File: config.mk
export PLATFORM = sky130hd
export DESIGN_NAME = e1_crc_supervisor
export DESIGN_NICKNAME = d
export VERILOG_FILES = /design/src/rtl/e1_crc_supervisor.sv
export SDC_FILE = /design/constraint.sdc
export NUM_CORES = 1
export LEC_CHECK = 0
export ABC_AREA = 1
export BUFFER_PORTS_ARGS = -buffer_cell sky130_fd_sc_hd__buf_4
export CAP_MARGIN = 15
export CORE_AREA = 2 2 65 67
export CTS_CLUSTER_DIAMETER = 120
export CTS_CLUSTER_SIZE = 28
export DETAILED_ROUTE_END_ITERATION = 8
export DIE_AREA = 0 0 67 69
export PLACE_DENSITY_LB_ADDON = 0.2
export SLEW_MARGIN = 20
export SYNTH_ARGS = -nofsm -noshare
export SYNTH_HDL_FRONTEND = slang
export SYNTH_SLANG_ARGS = --single-unit
File: constraint.sdc
create_clock -name clk -period 1.65 [get_ports clk]
set_clock_uncertainty 0.15 [all_clocks]
set_input_delay 0.0825 -clock clk [delete_from_list [all_inputs] [get_ports clk]]
set_output_delay 0.0825 -clock clk [all_outputs]
set_load 0.02 [all_outputs]
File: src/rtl/e1_crc_supervisor.sv
module e1_crc_supervisor #(
  parameter int ERR_LIMIT     = 914,
  parameter int WINDOW_TICKS  = 1000,
  parameter int TIMEOUT_TICKS = 400
) (
  input  logic clk,
  input  logic rst_n,
  input  logic smf_tick,
  input  logic crc_err,
  input  logic mf_found,
  input  logic mf_sync,
  input  logic fa_lost,
  input  logic auto_lom_en,
  input  logic auto_ra_en,
  input  logic ext_timeout_en,
  input  logic sw_ra,
  output logic resync_req,
  output logic tx_ra
);
  localparam int CNT_MAX = ERR_LIMIT + 1;
  localparam int CW = $clog2(CNT_MAX + 1);
  localparam int WW = $clog2(WINDOW_TICKS);
  localparam int TW = $clog2(TIMEOUT_TICKS + 1);

  logic [CW-1:0] err_cnt;
  logic [WW-1:0] win_pos;
  logic [TW-1:0] to_cnt;

  wire win_end  = smf_tick && (win_pos == WW'(WINDOW_TICKS - 1));
  wire err_hit  = crc_err && mf_sync;
  wire to_done  = (to_cnt == TW'(TIMEOUT_TICKS));
  wire crossing = err_hit && !mf_found && !win_end && (err_cnt == CW'(ERR_LIMIT));

  always_ff @(posedge clk) begin
    if (!rst_n)        win_pos <= '0;
    else if (smf_tick) win_pos <= win_end ? '0 : win_pos + WW'(1);
  end

  always_ff @(posedge clk) begin
    if (!rst_n)        err_cnt <= '0;
    else if (mf_found) err_cnt <= '0;
    else if (win_end)  err_cnt <= CW'(err_hit);
    else if (err_hit && err_cnt != CW'(CNT_MAX))
                       err_cnt <= err_cnt + CW'(1);
  end

  always_ff @(posedge clk) begin
    if (!rst_n) resync_req <= 1'b0;
    else        resync_req <= auto_lom_en && crossing;
  end

  always_ff @(posedge clk) begin
    if (!rst_n || mf_sync)       to_cnt <= '0;
    else if (smf_tick && !to_done) to_cnt <= to_cnt + TW'(1);
  end

  assign tx_ra = auto_ra_en ? (fa_lost | (!mf_sync & ext_timeout_en & to_done)) : sw_ra;
endmodule

==> results.txt, run 1 <==
----------------------------------------------------
[Clock tree]
  Clock-pin slew on the worst setup and hold paths ... roughly 0.07 ns
  TritonCTS clock tree ... yes
  Root Driver ... sky130_fd_sc_hd__clkbuf_8
  TritonCTS Buffers ... 5
  CTS sink cnt ... 30
  H-tree level count ... 2
  Max clock buf depth ... 2
  Clock latency on the worst-skew pair ... slightly below 0.3 ns

[Setup path]
  Count of cells along the worst register-to-register path ... 8
  Worst Setup End Kind ... output pin
  Startpoint type of the worst setup path ... register
  Data required time of the critical path ... ~1.4 ns
  R2r endpoint ... to_cnt[8]
  Worst reg2reg startpoint ... to_cnt[0]
  Largest fanout on the critical path ... 2
  Data arrival at the endpoint of the critical path ... around 1.4 ns
  Class of the most critical setup path ... reg -> out
  Register-to-Register Setup Slack ... around 0.03 ns

[Floorplan]
  Total Die Area ... about 4600 um^2
  CORE AREA ... roughly 3900 um^2
  Starting density of the core ... a little over two fifths
  Placement row count ... 23
  Top-Level Pins ... 13
  Vertical die dimension ... between 60 and 70 um
  Chip width ... about 67 um

[Global routing]
  Global-route usage over all layers ... between 10% and 20%
  Leftover overflow at the end of global routing ... 0
  Global-route wire length before repair ... 6.25 mm
  Largest net degree at the start of global routing ... 12
  Via count of the first global-routing pass ... 1494
  Number of antenna violations at the first check in global routing ... 0

[Placed design]
  Number of instances in the placed design ... 308
  # port buffers ... 12
  Gpl congestion ... around 0.78
  Post-place setup slack ... between 0.1 and 0.15 ns
  Area after detailed placement ... roughly 1800 um^2
  Total half-perimeter wirelength after legalization and detailed placement ... 2.56 mm

[Final layout]
  Area used by multi-input combinational logic ... just under 1000 um^2
  Area of all sequential standard cells ... just over 600 um^2
  Antenna diode count ... 0
  NumNets Final ... between 200 and 300
  Fin area ... about 2100 um^2
  Cell Count, Final, Fillers Out ... 326
  Most frequent cells in the layout ... sky130_fd_sc_hd__nand2_1 (62), sky130_fd_sc_hd__nor2_1 (29), sky130_fd_sc_hd__inv_1 (28), sky130_fd_sc_hd__dfxtp_1 (28), sky130_fd_sc_hd__buf_4 (23)
  Filler Cell Count ... between 400 and 500
  Synth-to-Final Area Change ... 22.6%
  Fraction of final layout cells sized beyond drive strength 1 ... between 20% and 30%
  Most frequent standard cell in the layout excluding fill and tap cells ... sky130_fd_sc_hd__nand2_1

[STA]
  Final Worst Setup Slack ... -0.00552 ns
  Maximum clock frequency ... around 0.6 GHz
  Setup violations, final ... 1
  Final Cycle Share ... 100%
  Actual slew at the worst max-slew pin ... between 0.4 and 0.5 ns
  Final number of max-transition violations ... 0
  Number of hold violations in the final report ... 0
  Worst slew margin relative to its limit ... 71.4%
  Unrepaired setup endpoints after global routing ... yes
  Fin crit period ... roughly 1.7 ns

[Route]
  Number of DRC violations after detailed routing ... 0
  Number of nets still failing antenna checks after routing ... 0
  Via count normalized by instance count ... roughly 4.8
  Total number of vias ... roughly 1600
  Detailed-routing iteration count for the pre-antenna-repair pass ... 4
  Total wirelength of the detailed-routed design ... about 3.6 mm
  Average wire per cell in the routed design ... 11.1 um
  Initial DRC Count ... between 90 and 100

[Job]
  Max Cap Violations ... 0

[Synthesis]
  Syn_area_per_cell ... 6.90 um^2
  Post-synth top area cell ... sky130_fd_sc_hd__dfxtp_1
  Register bit total from synthesis ... 30
  Library cells used by synthesis ... 24
  Yosys synthesis warning count ... 0
  Gate count after technology mapping ... 246
  Fraction of post-synthesis cell area in the top cell type by area ... a little over a third
  Total nets after synthesis ... roughly 260
  Cells taking the most area after synthesis ... sky130_fd_sc_hd__dfxtp_1 (35%), sky130_fd_sc_hd__nand2_1 (14%), sky130_fd_sc_hd__inv_1 (6.6%)
  Sequential share of the synthesized area ... approximately 35%
  Post-synthesis instance area ... roughly 1700 um^2

[Worst hold path]
  Worst Hold Path EP ... to_cnt[7]
  Hold Startpoint ... mf_sync
  Worst Hold Path Cells ... 4
  Path class of the lowest-slack min-delay path ... in -> reg

[Power and ir drop]
  Total power divided by cell area ... about 770 nW/um^2
  Reported leakage power ... between 0.8 and 0.9 nW
  Maximum ir drop on the vdd rail ... ~0.43 mV

[Run status]
  Violated checks ... setup timing
  Result of the run ... complete, but fails checks

----------------------------------------------------
==> flip-flops by register name, summed over array words and instances, names as in the netlist <==
signal      flops
resync_req      1
win_pos        10
err_cnt        10
to_cnt          9
==> routing by layer <==
metal  vias up  global-route usage [%]  part of all wire (%)
met5         -                       0                     0
met4         0                    8.16                   1.9
met3         7                    4.57                   3.3
met2        19                    26.4                    46
met1       689                    22.6                    49
li1        837                       -                     -
==> kinds of logic (layout without fill, tap and decap cells) <==
logic type                 count (synthesis)  count (layout)  share of synthesized area, %
AOI/OAI and AO/OA                         31              31                          9.29
xor gates and xnor gates                   7               7                          3.61
adders and majority gates                  5               5                          3.68
buffers and inverters                     39              69                          9.95
DFF                                       30              30                          35.4
and+or+nand+nor                          134             134                          38.1
==> cell usage after synthesis <==
cell                      number
sky130_fd_sc_hd__a21oi_1      20
sky130_fd_sc_hd__buf_2         1
sky130_fd_sc_hd__buf_4         1
sky130_fd_sc_hd__buf_6         2
sky130_fd_sc_hd__dfxtp_1      30
sky130_fd_sc_hd__ha_1          5
sky130_fd_sc_hd__inv_1        30
sky130_fd_sc_hd__inv_2         4
sky130_fd_sc_hd__inv_4         1
sky130_fd_sc_hd__nand2_1      64
sky130_fd_sc_hd__nand2_2       2
sky130_fd_sc_hd__nand2_4       2
sky130_fd_sc_hd__nand3_1      13
sky130_fd_sc_hd__nand3_2       4
sky130_fd_sc_hd__nand4_1       7
sky130_fd_sc_hd__nor2_1       29
sky130_fd_sc_hd__nor2_2        3
sky130_fd_sc_hd__nor2_4        3
sky130_fd_sc_hd__nor3_1        3
sky130_fd_sc_hd__nor3_2        3
sky130_fd_sc_hd__nor3_4        1
sky130_fd_sc_hd__o21a_1        1
sky130_fd_sc_hd__o21ai_0      10
sky130_fd_sc_hd__xor2_1        7
==> critical path, stage by stage (launching register included) <==
cell and delay, ns:
sky130_fd_sc_hd__dfxtp_2 0.33, sky130_fd_sc_hd__inv_2 0.08, sky130_fd_sc_hd__ha_4 0.15, sky130_fd_sc_hd__nand2_4 0.05, sky130_fd_sc_hd__nor3_4 0.13, sky130_fd_sc_hd__nand4_1 0.11, sky130_fd_sc_hd__a21oi_1 0.14, sky130_fd_sc_hd__buf_4 0.15
==> power breakdown <==
part	switching (W)	total [W]	leakage, nW	internal (W)
logic	0.0000745	0.000133	0.567	0.0000585
registers	0.00000560	0.000738	0.243	0.000733
clock network	0.000289	0.000733	0.0579	0.000444
total	0.000370	0.00160	0.868	0.00123
==> layout make-up <==
cell class                      instances  area share, %
Tap cell                               50           3.00
Multi-Input combinational cell        177           46.6
Timing Repair Buffer                   26           9.74
Clock inverter                          3           1.92
Inverter                               35           6.43
Clock buffer                            5           3.31
Sequential cell                        30           29.0
==> worst max path at each step <==
stage               startpoint        end  slack (ns)
floorplan            to_cnt[0]      tx_ra        0.18
global placement     to_cnt[0]  to_cnt[4]        0.15
detailed placement   to_cnt[0]  to_cnt[8]        0.10
CTS                  to_cnt[1]      tx_ra       -0.04
global route         to_cnt[0]      tx_ra       -0.11
finish               to_cnt[0]      tx_ra      -0.006
==> repair_timing <==
item,4_1_cts,5_1_grt
buffers inserted,5,2
endpoints found under the hold margin,6,0
resized for setup,7,5
endpoints found under the setup margin,1,3
pin swaps,4,4
hold buffers,3,0
==> through the flow <==
stage	util (%)	hold slack (ns)	setup TNS (ns)	total power (W)
final	53.2	0.0197	-0.00552	0.00160
after global routing	53.2	0.0377	-0.123	0.00167
after CTS	52.1	0.0130	-0.0413	0.00161
after detailed placement	47.2	0.229	0	0.000864
after global placement	47.2	0.232	0	0.000862
after floorplan	-	0.0738	0	0.000822
No activity file was read; power rests on OpenSTA's default activity.
==> inputs of run 2 (changes only) <==
Settings changed: MAX_ROUTING_LAYER set to met4.
==> run 2 against run 1 <==
The flow now finishes without violations; sequential power is essentially flat; cell count is the same; non-clock buffer count is the same; count of clock-buffer cells in the layout is the same; critical path type unchanged.
==> results.txt, run 2 (synthesized netlist as in run 1, its figures left out) <==
----------------------------------------------------
[Floorplan]
  Placement row count ... 23 (unchanged)
  Top-Level Pins ... 13 (unchanged)
  Total Die Area ... 4620 um^2 (unchanged)
  Starting density of the core ... 43.4% (unchanged)
  Vertical die dimension ... 69 um (unchanged)
  Chip width ... 67 um (unchanged)
  CORE AREA ... 3910 um^2 (unchanged)

[STA]
  Number of hold violations in the final report ... 0 (unchanged)
  Maximum clock frequency ... 0.606 GHz (+0.40%)
  Final number of max-transition violations ... 0 (unchanged)
  Total Neg Setup Slack ... 0 ns (+0.00552 ns)
  Final Cycle Share ... 99.9% (-0.40 points)
  Unrepaired setup endpoints after global routing ... yes
  Fin crit period ... 1.65 ns (-0.00653 ns)
  Worst slew margin relative to its limit ... 71.4% (unchanged)
  Setup violations, final ... 0 (-1)
  Actual slew at the worst max-slew pin ... 0.429 ns (unchanged)

[Route]
  Average wire per cell in the routed design ... 11.0 um (-0.41%)
  Number of nets still failing antenna checks after routing ... 0 (unchanged)
  Via count normalized by instance count ... 4.77 (+0.26%)
  Detailed-routing iteration count for the pre-antenna-repair pass ... 4 (unchanged)
  Initial DRC Count ... 108 (+9.1%)
  Total wirelength of the detailed-routed design ... 3.60 mm (-0.41%)
  Number of DRC violations after detailed routing ... 0 (unchanged)
  Total number of vias ... 1556 (+0.26%)

[Global routing]
  Largest net degree at the start of global routing ... 12 (unchanged)
  Global-route wire length before repair ... 6.24 mm (-0.11%)
  Global-route usage over all layers ... 17.9% (+0.47 points)
  Global routing met3 resource utilization ... 4.57% (unchanged)
  Most crowded layer after global routing ... met2
  Fraction of met1 tracks used by global routing ... 22.6% (unchanged)
  GR Layer Usage met2 ... 26.4% (unchanged)
  Number of antenna violations at the first check in global routing ... 0 (unchanged)
  Via count of the first global-routing pass ... 1495 (+0.067%)
  Leftover overflow at the end of global routing ... 0 (unchanged)

[Setup path]
  Largest fanout on the critical path ... 2 (unchanged)
  R2r endpoint ... to_cnt[8]
  Worst Setup End Kind ... output pin
  Class of the most critical setup path ... reg -> out
  Count of cells along the worst register-to-register path ... 8 (unchanged)
  Worst reg2reg startpoint ... to_cnt[0]
  Register-to-Register Setup Slack ... 0.03 ns (about the same)
  Data arrival at the endpoint of the critical path ... 1.42 ns (about the same)
  Data required time of the critical path ... 1.42 ns (about the same)
  Startpoint type of the worst setup path ... register

[Final layout]
  Synth-to-Final Area Change ... 22.6% (unchanged)
  Registers with the most flip-flops ... err_cnt (10), win_pos (10), to_cnt (9)
  Fraction of final layout cells sized beyond drive strength 1 ... 22.1% (unchanged)
  NumNets Final ... 291 (unchanged)
  Most frequent cells in the layout ... sky130_fd_sc_hd__nand2_1 (62), sky130_fd_sc_hd__nor2_1 (29), sky130_fd_sc_hd__inv_1 (28), sky130_fd_sc_hd__dfxtp_1 (28), sky130_fd_sc_hd__buf_4 (23)
  Antenna diode count ... 0 (unchanged)
  Most frequent standard cell in the layout excluding fill and tap cells ... sky130_fd_sc_hd__nand2_1

[Worst hold path]
  Worst Hold Path EP ... to_cnt[7]
  Path class of the lowest-slack min-delay path ... in -> reg
  Hold Startpoint ... mf_sync
  Worst Hold Path Cells ... 4 (unchanged)

[Power and ir drop]
  Total power divided by cell area ... 767 nW/um^2 (-0.44%)
  Maximum ir drop on the vdd rail ... 0.433 mV (about the same)
  Total power of the final layout ... 0.00160 W (-0.44%)
  Reported leakage power ... 0.868 nW (unchanged)

[Clock tree]
  Root Driver ... sky130_fd_sc_hd__clkbuf_8
  H-tree level count ... 2 (unchanged)
  Max clock buf depth ... 2 (unchanged)
  Clock-pin slew on the worst setup and hold paths ... 0.07 ns (about the same)
  TritonCTS Buffers ... 5 (unchanged)
  Clock latency on the worst-skew pair ... 0.28 ns (about the same)
  TritonCTS clock tree ... yes
  CTS sink cnt ... 30 (unchanged)

[Run status]
  Result of the run ... finished, final reports clean

[Placed design]
  # port buffers ... 12 (unchanged)
  Gpl congestion ... 0.793 (+1.4%)
  Total half-perimeter wirelength after legalization and detailed placement ... 2.56 mm (unchanged)

[Job]
  Max Cap Violations ... 0 (unchanged)

----------------------------------------------------
## run 2: cell counts in the layout (fill, tap and decap cells not counted)
Identical to the previous run, type by type.
## run 2: repair_timing
action	in CTS	in global routing
resized for setup	7	5
pin swaps	4	4
cloned	0	0
buffers inserted	5	2
endpoints found under the hold margin	6	0
hold buffers	3	0
setup endpoints to repair	1	3
## run 2: worst max-delay path, cell delays in order, from the launching register on
cell	delay, ns
sky130_fd_sc_hd__dfxtp_2	0.33
sky130_fd_sc_hd__inv_2	0.08
sky130_fd_sc_hd__ha_4	0.15
sky130_fd_sc_hd__nand2_4	0.05
sky130_fd_sc_hd__nor3_4	0.13
sky130_fd_sc_hd__nand4_1	0.11
sky130_fd_sc_hd__a21oi_1	0.14
sky130_fd_sc_hd__buf_4	0.15
## run 2: power breakdown
group	switching [W]	internal [W]	total [W]	leakage, nW
Sequential	0.00000560	0.000733	0.000738	0.243
Clock	0.000283	0.000444	0.000726	0.0579
Combinational	0.0000743	0.0000585	0.000133	0.567
## run 2: how the worst max path moves through the flow
stage / startpoint / end / slack (ns)
after floorplan: to_cnt[0] / tx_ra / 0.18
after global placement: to_cnt[0] / to_cnt[4] / 0.15
after detailed placement: to_cnt[0] / to_cnt[8] / 0.10
after CTS: to_cnt[1] / tx_ra / -0.04
after global routing: to_cnt[0] / tx_ra / -0.11
final: to_cnt[0] / tx_ra / 0.001
## run 2: cell type report
cell class                      instances  area, um^2
Clock buffer                            5        68.8
Tap cell                               50        62.6
Clock inverter                          3        40.0
Sequential cell                        30         603
Inverter                               35         134
Timing Repair Buffer                   26         203
Multi-Input combinational cell        177         971
Fill cell                             405        1830
## run 2: through the flow
stage	std cells	area (um^2)	hold WS, ns	utilization, %	setup slack, ns
after floorplan	246	1700	0.0738	-	0.176
after global placement	308	1850	0.232	47.2	0.147
after detailed placement	308	1850	0.229	47.2	0.103
after CTS	324	2040	0.0130	52.1	-0.0413
after global routing	326	2080	0.0377	53.2	-0.105
final	326	2080	0.0260	53.2	0.00101
## run 2: layer usage
metal | part of all wire (%) | vias to the layer above
met2 | 46 | 23
li1 | - | 837
met5 | 0 | -
met4 | 1.3 | 0
met1 | 49 | 691
met3 | 3.5 | 5
==> inputs of run 3 (changes only) <==
Settings changed: ABC_AREA 1 to unset, CORE_AREA 2 2 65 67 to 2 2 60 62, DIE_AREA 0 0 67 69 to 0 0 62 64.
==> run 3 against run 2 <==
The flow now finishes with violations (setup timing); total power decreased by 14%; sequential share of layout area increased by 3.4 points; wire length decreased by 18%; die area decreased by 14%; via count decreased by 22%; cell count decreased by 25%; area after synthesis decreased by 15%; count of clock-buffer cells in the layout increased by 3; synthesized cell count decreased by 34%; critical path depth decreased by 2; critical endpoint unchanged; largest power group unchanged.
==> results.txt, run 3 <==
----------------------------------------------------
[Global routing]
  Global-route usage over all layers ... 17.0% (-0.85 points)
  Number of antenna violations at the first check in global routing ... 0 (unchanged)
  Global-route wire length before repair ... 4.77 mm (-24%)
  Via count of the first global-routing pass ... 1148 (-23%)
  Leftover overflow at the end of global routing ... 0 (unchanged)
  Largest net degree at the start of global routing ... 13 (+1)

[Final layout]
  Synth-to-Final Area Change ... 30.0%
  Most frequent cells in the layout ... sky130_fd_sc_hd__nor2_1 (29), sky130_fd_sc_hd__dfxtp_1 (24), sky130_fd_sc_hd__buf_4 (23)
  Area used by multi-input combinational logic ... 875 um^2 (-9.9%)
  Fraction of final layout cells sized beyond drive strength 1 ... 25.0% (+2.9 points)
  Most frequent standard cell in the layout excluding fill and tap cells ... sky130_fd_sc_hd__nor2_1
  Cell Count, Final, Fillers Out ... 246 (-25%)
  Antenna diode count ... 0 (unchanged)
  Registers with the most flip-flops ... err_cnt (10), win_pos (10), to_cnt (9)
  Final core area utilization ... 57.1% (+3.9 points)
  Area of all sequential standard cells ... 608 um^2 (+0.83%)
  Filler Cell Count ... 310 (-23%)
  NumNets Final ... 215 (-26%)

[Floorplan]
  CORE AREA ... 3280 um^2 (-16%)
  Starting density of the core ... 44.0% (+0.58 points)
  Chip width ... 62 um (-7.5%)
  Vertical die dimension ... 64 um (-7.2%)
  Placement row count ... 21 (-8.7%)
  Total Die Area ... 3970 um^2 (-14%)
  Top-Level Pins ... 13 (unchanged)

[Route]
  Total wirelength of the detailed-routed design ... 2.96 mm (-18%)
  Number of nets still failing antenna checks after routing ... 0 (unchanged)
  Number of DRC violations after detailed routing ... 0 (unchanged)
  Total number of vias ... 1218 (-22%)
  Detailed-routing iteration count for the pre-antenna-repair pass ... 4 (unchanged)
  Average wire per cell in the routed design ... 12.0 um (+8.9%)
  Via count normalized by instance count ... 4.95 (+3.7%)
  Initial DRC Count ... 65 (-40%)

[STA]
  Final number of max-transition violations ... 0 (unchanged)
  Final Cycle Share ... 116% (+16 points)
  Actual slew at the worst max-slew pin ... 0.288 ns (-0.141 ns)
  Number of hold violations in the final report ... 0 (unchanged)
  Setup violations, final ... 3 (+3)
  Worst slew margin relative to its limit ... 80.6% (+9.2 points)
  Fin crit period ... 1.91 ns (+0.263 ns)
  Final Worst Setup Slack ... -0.262 ns (-0.263 ns)
  Maximum clock frequency ... 0.523 GHz (-14%)
  Total Neg Setup Slack ... -0.393 ns (-0.393 ns)
  Unrepaired setup endpoints after global routing ... yes

[Synthesis]
  Sequential share of the synthesized area ... 41.6% (+6.2 points)
  EDFF count, synth ... 0 (unchanged)
  Most used DFF post-synth ... sky130_fd_sc_hd__dfxtp_1
  Most numerous cell types in the synthesized netlist ... sky130_fd_sc_hd__dfxtp_1 (30), sky130_fd_sc_hd__nor2_1 (30), sky130_fd_sc_hd__nand2_1 (17), sky130_fd_sc_hd__xor2_1 (13), sky130_fd_sc_hd__xnor2_1 (10)
  Cells taking the most area after synthesis ... sky130_fd_sc_hd__dfxtp_1 (42%), sky130_fd_sc_hd__xor2_1 (7.9%), sky130_fd_sc_hd__nor2_1 (7.8%)
  Arithmetic-cell share of the synthesized area counting full adders, half adders and majority gates ... 4.33% (+0.65 points)
  Gate count after technology mapping ... 163 (-34%)
  Parity-gate share of the synthesized area counting xor and xnor cells ... 14.0% (+10 points)
  Library cells used by synthesis ... 35 (+46%)
  Largest family of logic cells by synthesized area ... simple AND/OR/NAND/NOR gates
  Post-synthesis instance area ... 1440 um^2 (-15%)
  Yosys synthesis warning count ... 0 (unchanged)
  Total nets after synthesis ... 179 (-32%)
  Fraction of the mapped netlist area in compound gates ... 5.89% (-3.4 points)
  Share of synthesized area spent on multiplexers ... 0.693% (+0.69 points)
  Register bit total from synthesis ... 30 (unchanged)
  Share of flip-flops with an asynchronous set or reset ... 0% (unchanged)
  Post-synth top area cell ... sky130_fd_sc_hd__dfxtp_1
  Fraction of post-synthesis cell area in the top cell type by area ... 41.6% (+6.2 points)
  Post-Synth Simple-Gate Area ... 32.1% (-5.9 points)
  Syn_area_per_cell ... 8.86 um^2 (+28%)

[Setup path]
  Worst Setup End Kind ... output pin
  Largest fanout on the critical path ... 2 (unchanged)
  Data arrival at the endpoint of the critical path ... 1.68 ns (+0.26 ns)
  Startpoint type of the worst setup path ... register
  Data required time of the critical path ... 1.42 ns (about the same)
  Worst reg2reg startpoint ... to_cnt[3]
  Crit path launch ... to_cnt[3]
  Class of the most critical setup path ... reg -> out

[Placed design]
  # port buffers ... 12 (unchanged)
  Number of instances in the placed design ... 227 (-26%)
  Total half-perimeter wirelength after legalization and detailed placement ... 2.03 mm (-21%)
  Gpl congestion ... 0.767 (-3.3%)

[Power and ir drop]
  Maximum ir drop on the vdd rail ... 0.461 mV (+6.4%)
  Reported leakage power ... 0.696 nW (-20%)
  Total power divided by cell area ... 735 nW/um^2 (-4.2%)

[Clock tree]
  H-tree level count ... 2 (unchanged)
  TritonCTS Buffers ... 5 (unchanged)
  Clock-pin slew on the worst setup and hold paths ... 0.09 ns (+0.02 ns)
  Root Driver ... sky130_fd_sc_hd__clkbuf_4
  Clock latency on the worst-skew pair ... 0.34 ns (+0.06 ns)
  CTS sink cnt ... 30 (unchanged)
  Max clock buf depth ... 2 (unchanged)
  TritonCTS clock tree ... yes

[Worst hold path]
  Path class of the lowest-slack min-delay path ... in -> reg
  Hold Startpoint ... mf_sync

[Job]
  Max Cap Violations ... 0 (unchanged)

[Run status]
  Violated checks ... setup timing
  Result of the run ... complete, but fails checks

----------------------------------------------------
run 3: layout make-up:
class	instances	share of cell area, %
multi-input cells	128	46.6
well taps	46	3.07
flip-flops and latches	30	32.4
inverters	4	0.800
clock buffers	8	4.20
repair buffers	30	12.9
run 3: final timing paths:
kind                                   end  slack (ns)  cells after the start
worst min-delay path            err_cnt[0]        0.07                      4
worst max register to register   to_cnt[1]       -0.08                      5
worst max-delay path                 tx_ra       -0.26                      5
worst min register to register  win_pos[0]        0.38                      2
run 3: per-layer routing:
| layer | share of wire, % | GRT usage [%] | vias up |
|---|---|---|---|
| li1 | - | - | 631 |
| met1 | 43 | 18.3 | 574 |
| met2 | 53 | 27.1 | 8 |
| met3 | 2.5 | 5.47 | 5 |
| met4 | 2.0 | 8.78 | 0 |
| met5 | 0 | - | - |
run 3: timing repair:
action | CTS | global route
setup endpoints to repair | 1 | 21
setup buffers | 2 | 2
pin swaps | 4 | 5
resized for setup | 2 | 13
gates cloned | 0 | 0
endpoints found under the hold margin | 13 | 0
hold buffers | 7 | 0
run 3: cells by family after synthesis:
kind of cell	count (synthesis)
flip-flops	30
multiplexers	1
XOR/XNOR	23
AO/OA/AOI/OAI	11
adder cells (fa/ha/maj)	5
buffers and inverters	5
AND/OR/NAND/NOR	88
run 3: through the flow:
stage,hold slack [ns],setup WS (ns),power [W],cell area [um^2]
floorplan,0.0542,0.0789,0.000794,1450
global placement,0.182,0.0829,0.000831,1640
detailed placement,0.182,0.0157,0.000834,1640
CTS,0.0478,-0.278,0.00139,1810
global route,0.123,-0.344,0.00145,1880
finish,0.0686,-0.262,0.00138,1880
run 3: critical path, cell delays in order, from the launching register on:
cell	delay, ns
sky130_fd_sc_hd__dfxtp_2	0.33
sky130_fd_sc_hd__or4b_4	0.54
sky130_fd_sc_hd__nor2_2	0.09
sky130_fd_sc_hd__a31oi_1	0.10
sky130_fd_sc_hd__a21oi_2	0.13
sky130_fd_sc_hd__buf_4	0.14
run 3: report_power, final:
group | internal (W) | switching, W | total [W]
sequential | 0.000731 | 0.00000796 | 0.000739
combinational | 0.0000540 | 0.0000456 | 0.0000997
clock | 0.000291 | 0.000250 | 0.000541
total | 0.00108 | 0.000303 | 0.00138
